[config.mk]
export PLATFORM = sky130hd
export DESIGN_NAME = drive_fault_guard
export DESIGN_NICKNAME = d
export VERILOG_FILES = /design/src/rtl/drive_fault_guard_pkg.sv /design/src/rtl/dg_sync.sv /design/src/rtl/dg_qualify.sv /design/src/rtl/dg_fault_hold.sv /design/src/rtl/drive_fault_guard.sv
export SDC_FILE = /design/constraint.sdc
export NUM_CORES = 1
export LEC_CHECK = 0
export ABC_AREA = 1
export CAP_MARGIN = 0
export CORE_ASPECT_RATIO = 0.8
export CORE_MARGIN = 1.5
export CORE_UTILIZATION = 53
export DETAILED_ROUTE_END_ITERATION = 12
export PLACE_DENSITY_LB_ADDON = 0.05
export SLEW_MARGIN = 10
export SYNTH_ARGS = -nofsm -noshare
export SYNTH_HDL_FRONTEND = slang
export SYNTH_HIERARCHICAL = 1
export SYNTH_SLANG_ARGS = --single-unit
[constraint.sdc]
create_clock -name clk -period 1.34 [get_ports clk]
set_input_delay 0.268 -clock clk [delete_from_list [all_inputs] [get_ports clk]]
set_output_delay 0.268 -clock clk [all_outputs]
set_load 0.005 [all_outputs]
[src/rtl/drive_fault_guard_pkg.sv]
package drive_fault_guard_pkg;

  // Synchronized view of the three asynchronous inputs.
  typedef struct packed {
    logic uv;
    logic en;
    logic trip;
  } guard_in_t;

  // Counter width able to hold values 0..n.
  function automatic int cnt_width(input int n);
    return (n < 2) ? 1 : $clog2(n + 1);
  endfunction

endpackage

[src/rtl/dg_sync.sv]
module dg_sync #(
  parameter int W      = 3,
  parameter int STAGES = 2
) (
  input  logic         clk,
  input  logic         rst,
  input  logic [W-1:0] d_i,
  output logic [W-1:0] q_o
);

  logic [STAGES-1:0][W-1:0] stg;

  always_ff @(posedge clk) begin
    if (rst) stg <= '0;
    else     stg <= {stg[STAGES-2:0], d_i};
  end

  assign q_o = stg[STAGES-1];

endmodule

[src/rtl/dg_qualify.sv]
module dg_qualify
  import drive_fault_guard_pkg::*;
#(
  parameter int HOLD = 4,
  parameter bit SYMM = 1'b1   // 1: both levels filtered; 0: only the rise is qualified
) (
  input  logic clk,
  input  logic rst,
  input  logic d_i,
  output logic q_o
);

  localparam int CW = cnt_width(HOLD);
  localparam logic [CW-1:0] LAST = CW'(HOLD - 1);

  logic [CW-1:0] cnt;
  logic          q;

  generate
    if (SYMM) begin : g_both
      always_ff @(posedge clk) begin
        if (rst) begin
          q   <= 1'b0;
          cnt <= '0;
        end else if (d_i == q) begin
          cnt <= '0;
        end else if (cnt == LAST) begin
          q   <= d_i;
          cnt <= '0;
        end else begin
          cnt <= cnt + 1'b1;
        end
      end
    end else begin : g_rise
      always_ff @(posedge clk) begin
        if (rst) begin
          q   <= 1'b0;
          cnt <= '0;
        end else if (!d_i) begin
          q   <= 1'b0;
          cnt <= '0;
        end else if (!q) begin
          if (cnt == LAST) begin
            q   <= 1'b1;
            cnt <= '0;
          end else begin
            cnt <= cnt + 1'b1;
          end
        end
      end
    end
  endgenerate

  assign q_o = q;

  AST_RISE_AFTER_WINDOW: assert property (@(posedge clk) disable iff (rst)
    $rose(q) |-> ($past(cnt) == LAST));

  AST_STEADY_WHEN_EQUAL: assert property (@(posedge clk) disable iff (rst)
    (d_i == q) |=> $stable(q));

endmodule

[src/rtl/dg_fault_hold.sv]
module dg_fault_hold
  import drive_fault_guard_pkg::*;
#(
  parameter int CLEAR = 165000
) (
  input  logic clk,
  input  logic rst,
  input  logic trip_i,
  output logic held_o
);

  localparam int TW = cnt_width(CLEAR);
  localparam logic [TW-1:0] EXPIRE = TW'(CLEAR - 1);

  logic          held;
  logic [TW-1:0] timer;

  always_ff @(posedge clk) begin
    if (rst) begin
      held  <= 1'b0;
      timer <= '0;
    end else if (trip_i) begin
      held  <= 1'b1;
      timer <= '0;
    end else if (held) begin
      if (timer == EXPIRE) begin
        held  <= 1'b0;
        timer <= '0;
      end else begin
        timer <= timer + 1'b1;
      end
    end
  end

  assign held_o = held;

  AST_RELEASE_ON_EXPIRY: assert property (@(posedge clk) disable iff (rst)
    $fell(held) |-> ($past(timer) == EXPIRE));

  AST_TIMER_PARKED: assert property (@(posedge clk) disable iff (rst)
    trip_i |=> (timer == '0));

  AST_RETRIP_HOLDS: assert property (@(posedge clk) disable iff (rst)
    trip_i |=> held);

endmodule

[src/rtl/drive_fault_guard.sv]
module drive_fault_guard
  import drive_fault_guard_pkg::*;
#(
  parameter int BLANK_CYC   = 15,
  parameter int CLEAR_CYC   = 165000,
  parameter int EN_FILT_CYC = 20,
  parameter int SYNC_STAGES = 2
) (
  input  logic clk,
  input  logic rst,
  input  logic trip_in,
  input  logic en_in,
  input  logic uv_in,
  output logic gate_off,
  output logic fault_n
);

  guard_in_t raw, syn;
  logic      trip_q, en_q, held;
  logic      gate_off_r, fault_n_r;

  assign raw = '{uv: uv_in, en: en_in, trip: trip_in};

  dg_sync #(.W($bits(guard_in_t)), .STAGES(SYNC_STAGES)) u_sync (
    .clk (clk), .rst (rst), .d_i (raw), .q_o (syn)
  );

  dg_qualify #(.HOLD(BLANK_CYC), .SYMM(1'b0)) u_blank (
    .clk (clk), .rst (rst), .d_i (syn.trip), .q_o (trip_q)
  );

  dg_qualify #(.HOLD(EN_FILT_CYC), .SYMM(1'b1)) u_enfilt (
    .clk (clk), .rst (rst), .d_i (syn.en), .q_o (en_q)
  );

  dg_fault_hold #(.CLEAR(CLEAR_CYC)) u_hold (
    .clk (clk), .rst (rst), .trip_i (trip_q), .held_o (held)
  );

  // Registered outputs; reset state is the safe one: drive off, no fault.
  always_ff @(posedge clk) begin
    if (rst) begin
      gate_off_r <= 1'b1;
      fault_n_r  <= 1'b1;
    end else begin
      gate_off_r <= trip_q | held | ~en_q;
      fault_n_r  <= ~(trip_q | held | syn.uv);
    end
  end

  assign gate_off = gate_off_r;
  assign fault_n  = fault_n_r;

  AST_TRIP_SHUTS_ALL: assert property (@(posedge clk) disable iff (rst)
    trip_q |=> (gate_off && !fault_n));

  AST_UV_FLAGS: assert property (@(posedge clk) disable iff (rst)
    syn.uv |=> !fault_n);

  AST_DISABLE_GATES: assert property (@(posedge clk) disable iff (rst)
    !en_q |=> gate_off);

endmodule

==> results of run 1 <==
power breakdown:
group	switching, mW	internal (mW)	total (mW)	leakage [nW]
sequential	0.00437	1.14	1.14	0.312
clock	0.386	0.595	0.982	0.0573
combinational	0.0346	0.0312	0.0658	0.513
layer usage:
metal / track usage, % / routed length, um / vias to the layer above
met2: 28.0 / 1480 / 33
li1: - / - / 843
met3: 8.30 / 149 / 7
met4: 8.12 / 64 / 0
met1: 31.2 / 1910 / 693
met5: 0 / 0 / -
how the worst max path moves through the flow:
stage / endpoint / slack, ns / start / cells past startpoint
floorplan: u_hold/timer[10] / 0.07 / u_hold/timer[1] / 8
global placement: u_hold/timer[11] / -0.02 / rst / 5
detailed placement: u_blank/cnt[0] / -0.03 / rst / 5
CTS: u_hold/timer[17] / 0.003 / u_hold/timer[1] / 8
global route: u_hold/timer[14] / -0.03 / u_hold/timer[8] / 7
finish: u_hold/timer[10] / 0.05 / u_hold/timer[1] / 8
sequential cells by signal (all words and copies together) (netlist names):
name / count
u_hold/timer: 18
u_enfilt/q_o: 1
u_enfilt/cnt: 5
u_sync/stg: 3
u_blank/cnt: 4
u_hold/held_o: 1
fault_n: 1
u_blank/q_o: 1
gate_off: 1
u_sync/q_o: 3
synth_stat cells, types with 2 or more instances:
cell,n
nor3_1,5
a21oi_1,7
nand2_1,54
xnor2_1,2
xor2_1,7
nand4_1,7
o21ai_0,3
ha_1,3
nand2_2,10
nor2_2,9
nand3_1,15
buf_4,3
buf_2,2
dfxtp_1,38
nor2_1,46
inv_2,6
inv_1,34
nor2_4,2
o21bai_1,2
area by class of cell:
type	instances	area (um2)	share of cell area (%)
clock inverters	1	30.0	1.35
well taps	40	50.0	2.25
inverters	40	150	6.75
multi-input cells	178	952	42.8
repair buffers	21	186	8.38
clock buffers	6	82.6	3.71
flip-flops and latches	38	774	34.8
worst reg2reg max path: cells and delay by family, from the launching register on:
family | cells | cell delay (ns)
AOI/OAI and AO/OA | 1 | 0.21
DFF | 1 | 0.39
and+or+nand+nor | 5 | 0.39
adders and majority gates | 1 | 0.14
buffers and inverters | 1 | 0.05
kinds of logic (layout without fill, tap and decap cells):
logic type      Yosys count  in the layout  share of synthesized area [%]
compound gates           16             16                           5.09
buf+inv                  46             68                           10.1
flops                    38             38                           41.3
fa+ha+maj                 3              3                           2.04
xor+xnor                  9              9                           4.28
simple gates            150            150                           37.2
repair_timing:
action | in CTS | in global routing
endpoints found under the setup margin | 5 | 12
setup buffers | 0 | 2
gates resized for setup | 5 | 19
pin swaps | 2 | 5
hold buffers | 0 | 0
layout by cell type, fill, tap and decap left out, drive strengths merged, types with 6 or more instances in the layout:
master  count
xor2        7
a21oi       7
nand2      64
nand4       7
inv        40
clkbuf      6
dfxtp      38
nand3      16
nor2       57
buf        15
==> results.cfg, run 1 <==
[outcome]
status = complete, no violations

[placed_design]
gp_congestion = 0.870
dp_hpwl_um = 2580
placed_area_um2 = 2030
port_buffers = 6
dp_cells = 315
dpl_worst_slack_ns = -0.0280

[pwr]
power_mw = 2.19
leakagePower_nw = 0.882
vdd_drop_max_mv = 0.871
power_density_nw_per_um2 = 983

[setup_path]
cpMostUsedCell = nor2_1
worstRegToRegCells = 8
cpLargestDelayFamily = flip-flops
cp-end-kind = register
cp_cell_sequence = ha_4 -> nand2_2 -> inv_1 -> nand2_1 -> nor2_1 -> nand3_2 -> o21ai_4 -> nor2_1
cp_slowest_cell = dfxtp_4
critical_path_buf_inv_count = 1
crit_required_ns = 1.52
max_stage_delay_ns = 0.39
r2r_start = u_hold/timer[1]
worstPathMaxFanout = 5
cp.arrival_ns = 1.47
r2r_end = u_hold/timer[10]
path_class = register to register
worst_setup_path_start_kind = register
r2r_slack_ns = 0.05

[yosys]
syn-mean-instance-area_um2 = 7.03
synth-edff-count = 0
yosysTopAreaCell = dfxtp_1
syn-num-nets = 270
synthFlopType = dfxtp_1
yosysTopAreaCellShare_pct = 41.3
syn_area_um2 = 1840
ys_seq_area_share_pct = 41.3
synth-async-reset-ratio_pct = 0
synthTopCellsByArea = dfxtp_1 (41%), nand2_1 (11%), nor2_1 (9.4%)
synthCells = 262
ys_types = 26
yosys_warnings = 6
synth_seq_cells = 38

[sta]
clock.fmax_ghz = 0.776
hold_violations = 0
timing.slew.headroom_pct = 79.6
fin_skew_ns = 0.00253
worst_slack_ns = 0.0519
slew_violations = 0
rsz0062_at_grt = true
finalSetupTns_ns = 0
setup_viol = 0
worst_pin_slew_ns = 0.304
whs_ns = 0.403
period_needed_ns = 1.29
fin_crit_sh_pct = 96.1

[worst_hold_path]
worstHoldPathType = register to register
hold-path-cell-count = 2
hold_path_end = u_sync/q_o[1]
hp-start = u_sync/stg[1]

[final_layout]
stdcell_count = 324
diodes = 0
nets = 292
drive_above_1_share_pct = 23.2
fin_util_pct = 69.6
area_growth_pct = 20.9
filler_cell_count = 267
finish.instance_area_um2 = 2230

[grt]
grt_max_degree = 17
grt_pass1_wl_um = 6100
antenna_found_initial = 0
grt_pass1_vias = 1436
overflow = 0
grt_usage_pct = 21.4

[floorplan]
die_h_um = 55.7
row_count = 18
dieWidth_um = 68.9
boundaryPins = 7
initial_core_util_pct = 57.6
fp.dieArea_um2 = 3840
core_um2 = 3200

[drt]
drc = 0
firstDrtPassIters = 4
antenna_left = 0
drt_iter0_drc = 64
routed_wl_um = 3610
vias = 1576
via_per_inst = 4.86
wl_per_cell_um = 11.1

[clocking]
cts_buffers = 5
cts.sink_count = 38
clk_pin_slew_worst_paths_ns = 0.07
clock_path_buffers = 2
insertion_delay_ns = 0.29
clockRootBuffer = clkbuf_8
cts_tree = done
htreeDepth = 2

[job]
drv_cap = 0
(Power assumes the default switching activity.)
==> inputs of run 2 (changes only) <==
Settings changed: CORE_UTILIZATION 53 to 59, PLACE_DENSITY set to 0.78, PLACE_DENSITY_LB_ADDON 0.05 to unset.
Clock period 1.34 ns to 1.4 ns, I/O delays scaled along.
==> run 2 against run 1 <==
Routed wire length shrank 0.69%. Count of clock-buffer cells in the layout is 1 higher. Sequential share of layout area grew 1.5 points. Hold slack barely moved. Power decreased by 12%. Final cell count shrank 2.2%. Worst setup slack worse by 0.011 ns. Via count increased by 0.32%. Combinational power shrank 4.1%. Global-route usage grew 2.6 points. Critical path type is now register to output port.
==> results.cfg, run 2 (same netlist as run 1, synthesis figures left out) <==
[setup_path]
worstPathMaxFanout = 1
worst_setup_path_start_kind = register
cp.arrival_ns = 1.08
critical_path_buf_inv_count = 1
worstRegToRegCells = 9
cp_slowest_cell = clkdlybuf4s50_1
path_class = register to output port
cp_cell_sequence = clkdlybuf4s50_1
max_stage_delay_ns = 0.49
cpLargestDelayFamily = buffers and inverters
cp.depth = 1
crit_required_ns = 1.12
cp-end-kind = output port

[worst_hold_path]
worstHoldPathType = register to register
hold-path-cell-count = 2

[outcome]
status = complete, no violations

[grt]
grtUsageMet1_pct = 32.9
grt_pass1_wl_um = 6220
grt_pass1_vias = 1446
overflow = 0
met2_usage_pct = 36.6
grt_util_met3_pct = 7.87
grt_usage_pct = 24.0
grt_max_degree = 17
gr-max-usage-layer = met2
antenna_found_initial = 0

[sta]
period_needed_ns = 1.36
worst_pin_slew_ns = 0.263
slew_violations = 0
worst_slack_ns = 0.0413
hold_violations = 0
rsz0062_at_grt = true
setup_viol = 0
timing.slew.headroom_pct = 82.4
clock.fmax_ghz = 0.736
fin_skew_ns = 0.00698
fin_crit_sh_pct = 97.0

[clocking]
insertion_delay_ns = 0.29
clk_pin_slew_worst_paths_ns = 0.07
clock_path_buffers = 2
htreeDepth = 2
post_cts_buffers = 0
cts.sink_count = 38
cts_tree = done
clockRootBuffer = clkbuf_8
cts_buffers = 5

[floorplan]
boundaryPins = 7
die_h_um = 53.0
row_count = 17
fp.dieArea_um2 = 3470
core_um2 = 2870
initial_core_util_pct = 64.1
dieWidth_um = 65.5

[final_layout]
diodes = 0
area_growth_pct = 14.7
stdcell_count = 317
top_register = u_hold/timer
largest_register_ffs = 18
fin_util_pct = 73.6
drive_above_1_share_pct = 18.6
mostFrequentLayoutCells = nand2_1 (54), nor2_1 (46), inv_1 (34)
nets = 286
top_regs = u_hold/timer x18, u_enfilt/cnt x5, u_blank/cnt x4
finish.instance_area_um2 = 2110
final_common_cell = nand2_1

[drt]
wl_per_cell_um = 11.3
firstDrtPassIters = 4
routed_wl_um = 3580
via_per_inst = 4.99
antenna_left = 0
vias = 1581
drt_iter0_drc = 105
drc = 0

[pwr]
netSwitchingFraction_pct = 21.1
switching_power_mw = 0.406
pwr-share-clk_pct = 39.8
power_density_nw_per_um2 = 911
leakagePower_nw = 0.847
seqPwrFrac_pct = 56.9
vdd_drop_max_mv = 0.899
intPower_mw = 1.52
p_comb_share_pct = 3.3

[placed_design]
gp_congestion = 0.938
port_buffers = 6
dp_cells = 309
dpl_worst_slack_ns = 0.0251
dp_hpwl_um = 2610
placed_area_um2 = 1990

[job]
drv_cap = 0
run 2: cell count changes in the layout (fill, tap and decap cells not counted), sizes merged:
cell / previous run / this run
clkinv: 0 / 1
clkdlybuf4s50: 4 / 5
clkbuf: 6 / 7
bufinv: 1 / 0
dlymetal6s2s: 0 / 1
dlygate4sd2: 2 / 0
buf: 15 / 9
run 2: through the flow:
step / TNS (ns) / hold slack (ns) / total power, mW
2_1_floorplan: 0 / 0.349 / 1.15
3_3_place_gp: 0 / 0.391 / 1.18
3_5_place_dp: 0 / 0.397 / 1.18
4_1_cts: 0 / 0.406 / 1.94
5_1_grt: -0.212 / 0.418 / 2.00
6_report: 0 / 0.403 / 1.92
run 2: cell type report:
type                       count  area, um2
clock buffer                   7       86.3
clock inverter                 1       5.00
fill                         225        758
inverter                      40        150
multi-input combinational    178        915
sequential                    38        767
tap                           38       47.5
timing repair buffer          15        143
run 2: worst reg2reg max path: stages (launching register included):
cell and delay, ns:
dfxtp_2 0.36, ha_2 0.19, nand2_1 0.05, inv_1 0.05
nand2_1 0.04, nor2_1 0.11, nand3_2 0.12, buf_4 0.16
nand2_1 0.07, a21oi_1 0.07
run 2: what timing repair did:
item,CTS,global route
hold buffers,0,0
setup endpoints to repair,0,12
gates resized for setup,0,10
run 2: worst paths after layout:
check,startpoint,endpoint,slack [ns]
worst min-delay path,u_sync/stg[2],u_sync/q_o[2],0.40
worst max-delay path,fault_n,fault_n,0.04
worst max register to register,u_hold/timer[0],u_hold/held_o,0.07
worst min register to register,u_sync/stg[2],u_sync/q_o[2],0.40
run 2: power by group through the flow:
stage	clock network [mW]	registers [mW]	logic, mW
floorplan	0	1.12	0.0323
global placement	0	1.12	0.0606
detailed placement	0	1.12	0.0618
CTS	0.787	1.09	0.0621
global route	0.833	1.10	0.0713
finish	0.766	1.09	0.0631
run 2: per-layer routing:
layer	up-vias	part of all wire, %
li1	830	-
met1	712	49
met2	35	43
met3	4	6.4
met4	0	0.92
met5	-	0
==> inputs of run 3 (changes only) <==
Settings changed: CORE_UTILIZATION 59 to 60, CTS_BUF_LIST set to sky130_fd_sc_hd__clkbuf_4 sky130_fd_sc_hd__clkbuf_8, PLACE_DENSITY 0.78 to 0.79.
Clock period 1.4 ns to 1.6 ns, I/O delays scaled along.
==> run 3 against run 2 <==
Flip-flop and latch count unchanged. Register-to-register slack improved by 0.098 ns. Hold slack got worse by 0.0011 ns. Sequential power decreased by 12%. Final cell count decreased by 0.63%. Core utilization decreased by 0.22 points. First-iteration DRC count decreased by 15%.
==> results.cfg, run 3 (same netlist as run 1, synthesis figures left out) <==
[grt]
grt_pass1_wl_um = 5950
grt_usage_pct = 23.9
grt_max_degree = 17
grt_pass1_vias = 1341
overflow = 0
antenna_found_initial = 0

[floorplan]
die_h_um = 52.6
initial_core_util_pct = 65.1
fp.dieArea_um2 = 3410
row_count = 17
boundaryPins = 7
core_um2 = 2830
dieWidth_um = 64.9

[pwr]
power_density_nw_per_um2 = 846
switching_power_mw = 0.345
p_comb_share_pct = 2.9
seqPwrFrac_pct = 54.6
netSwitchingFraction_pct = 19.6
leakagePower_nw = 0.842
power_mw = 1.76
pwr-share-clk_pct = 42.5
intPower_mw = 1.41
vdd_drop_max_mv = 0.621

[final_layout]
mostFrequentLayoutCells = nand2_1 (54), nor2_1 (46), dfxtp_1 (38)
nets = 284
diodes = 0
stdcell_count = 315
largest_register_ffs = 18
top_regs = u_hold/timer x18, u_enfilt/cnt x5, u_blank/cnt x4
final_common_cell = nand2_1
drive_above_1_share_pct = 15.9
finish.instance_area_um2 = 2080
top_register = u_hold/timer
fin_util_pct = 73.4
area_growth_pct = 12.7

[placed_design]
gp_congestion = 0.953
dp_cells = 307
dp_hpwl_um = 2580
port_buffers = 6
dpl_worst_slack_ns = 0.174
placed_area_um2 = 1970

[sta]
fin_skew_ns = 0.00465
slew_violations = 0
timing.slew.headroom_pct = 81.3
worst_pin_slew_ns = 0.280
hold_violations = 0
period_needed_ns = 1.43
fin_crit_sh_pct = 89.5
worst_slack_ns = 0.168
clock.fmax_ghz = 0.698
finalSetupTns_ns = 0
whs_ns = 0.402
setup_viol = 0
rsz0062_at_grt = false

[drt]
via_per_inst = 4.97
antenna_left = 0
wl_per_cell_um = 11.1
drc = 0
drt_iter0_drc = 89
vias = 1567
routed_wl_um = 3500
firstDrtPassIters = 4

[job]
drv_cap = 0

[clocking]
cts-resized-gates = 0
cts_buffers = 5
insertion_delay_ns = 0.29
post_cts_buffers = 0
htreeDepth = 2
cts_tree = done
cts_hold_buffers = 0
clockRootBuffer = clkbuf_8
clk_pin_slew_worst_paths_ns = 0.07
clock_path_buffers = 2
cts.sink_count = 38

[setup_path]
r2r_start = u_hold/timer[1]
crit_required_ns = 1.79
cp_cell_sequence = buf_4 -> ha_1 -> inv_1 -> nor2_1 -> nand2_2 -> nor2_2 -> nand4_1 -> nand2_1 -> nor2_2
cp.arrival_ns = 1.62
r2r_slack_ns = 0.17
worstRegToRegCells = 9
startpoint = u_hold/timer[1]
worst_setup_path_start_kind = register
path_class = register to register
cpMostUsedCell = nor2_2
cp_slowest_cell = dfxtp_1
worstPathMaxFanout = 4
cp-end-kind = register
max_stage_delay_ns = 0.35

[worst_hold_path]
hp-start = u_sync/stg[1]
worstHoldPathType = register to register
hold-path-cell-count = 2

[outcome]
status = complete, no violations
-- run 3: cell types whose count changed in the layout (fill, tap and decap cells not counted), sizes merged --
cell / change
clkdlybuf4s50: +1
buf: -2
dlymetal6s2s: -1
clkinv: -1
clkbuf: +1
-- run 3: final timing paths --
path	to
max	u_hold/timer[16]
min	u_sync/q_o[1]
max reg2reg	u_hold/timer[16]
min reg2reg	u_sync/q_o[1]
-- run 3: area by class of cell --
cell class | instances | area [um2]
well taps | 38 | 47.5
inverters | 40 | 150
flip-flops and latches | 38 | 761
fillers | 241 | 753
repair buffers | 13 | 113
clock buffers | 8 | 110
multi-input cells | 178 | 895
-- run 3: critical path: cells and delay by family (launching register included) --
family,cells,cell delay [ns]
AND/OR/NAND/NOR,6,0.59
flip-flops,1,0.35
buffers and inverters,2,0.19
adder cells (fa/ha/maj),1,0.19
-- run 3: power groups by stage --
stage	clock, mW	sequential (mW)	combinational, mW
after floorplan	0	0.979	0.0282
after global placement	0	0.980	0.0491
after detailed placement	0	0.980	0.0502
after CTS	0.761	0.958	0.0513
after global routing	0.811	0.959	0.0567
final	0.747	0.959	0.0512
-- run 3: routing by layer --
layer | GRT usage [%] | vias up | wire length [um]
li1 | - | 829 | -
met1 | 31.9 | 693 | 1710
met2 | 36.1 | 40 | 1490
met3 | 7.10 | 5 | 253
met4 | 10.3 | 0 | 44
met5 | 0 | - | 0
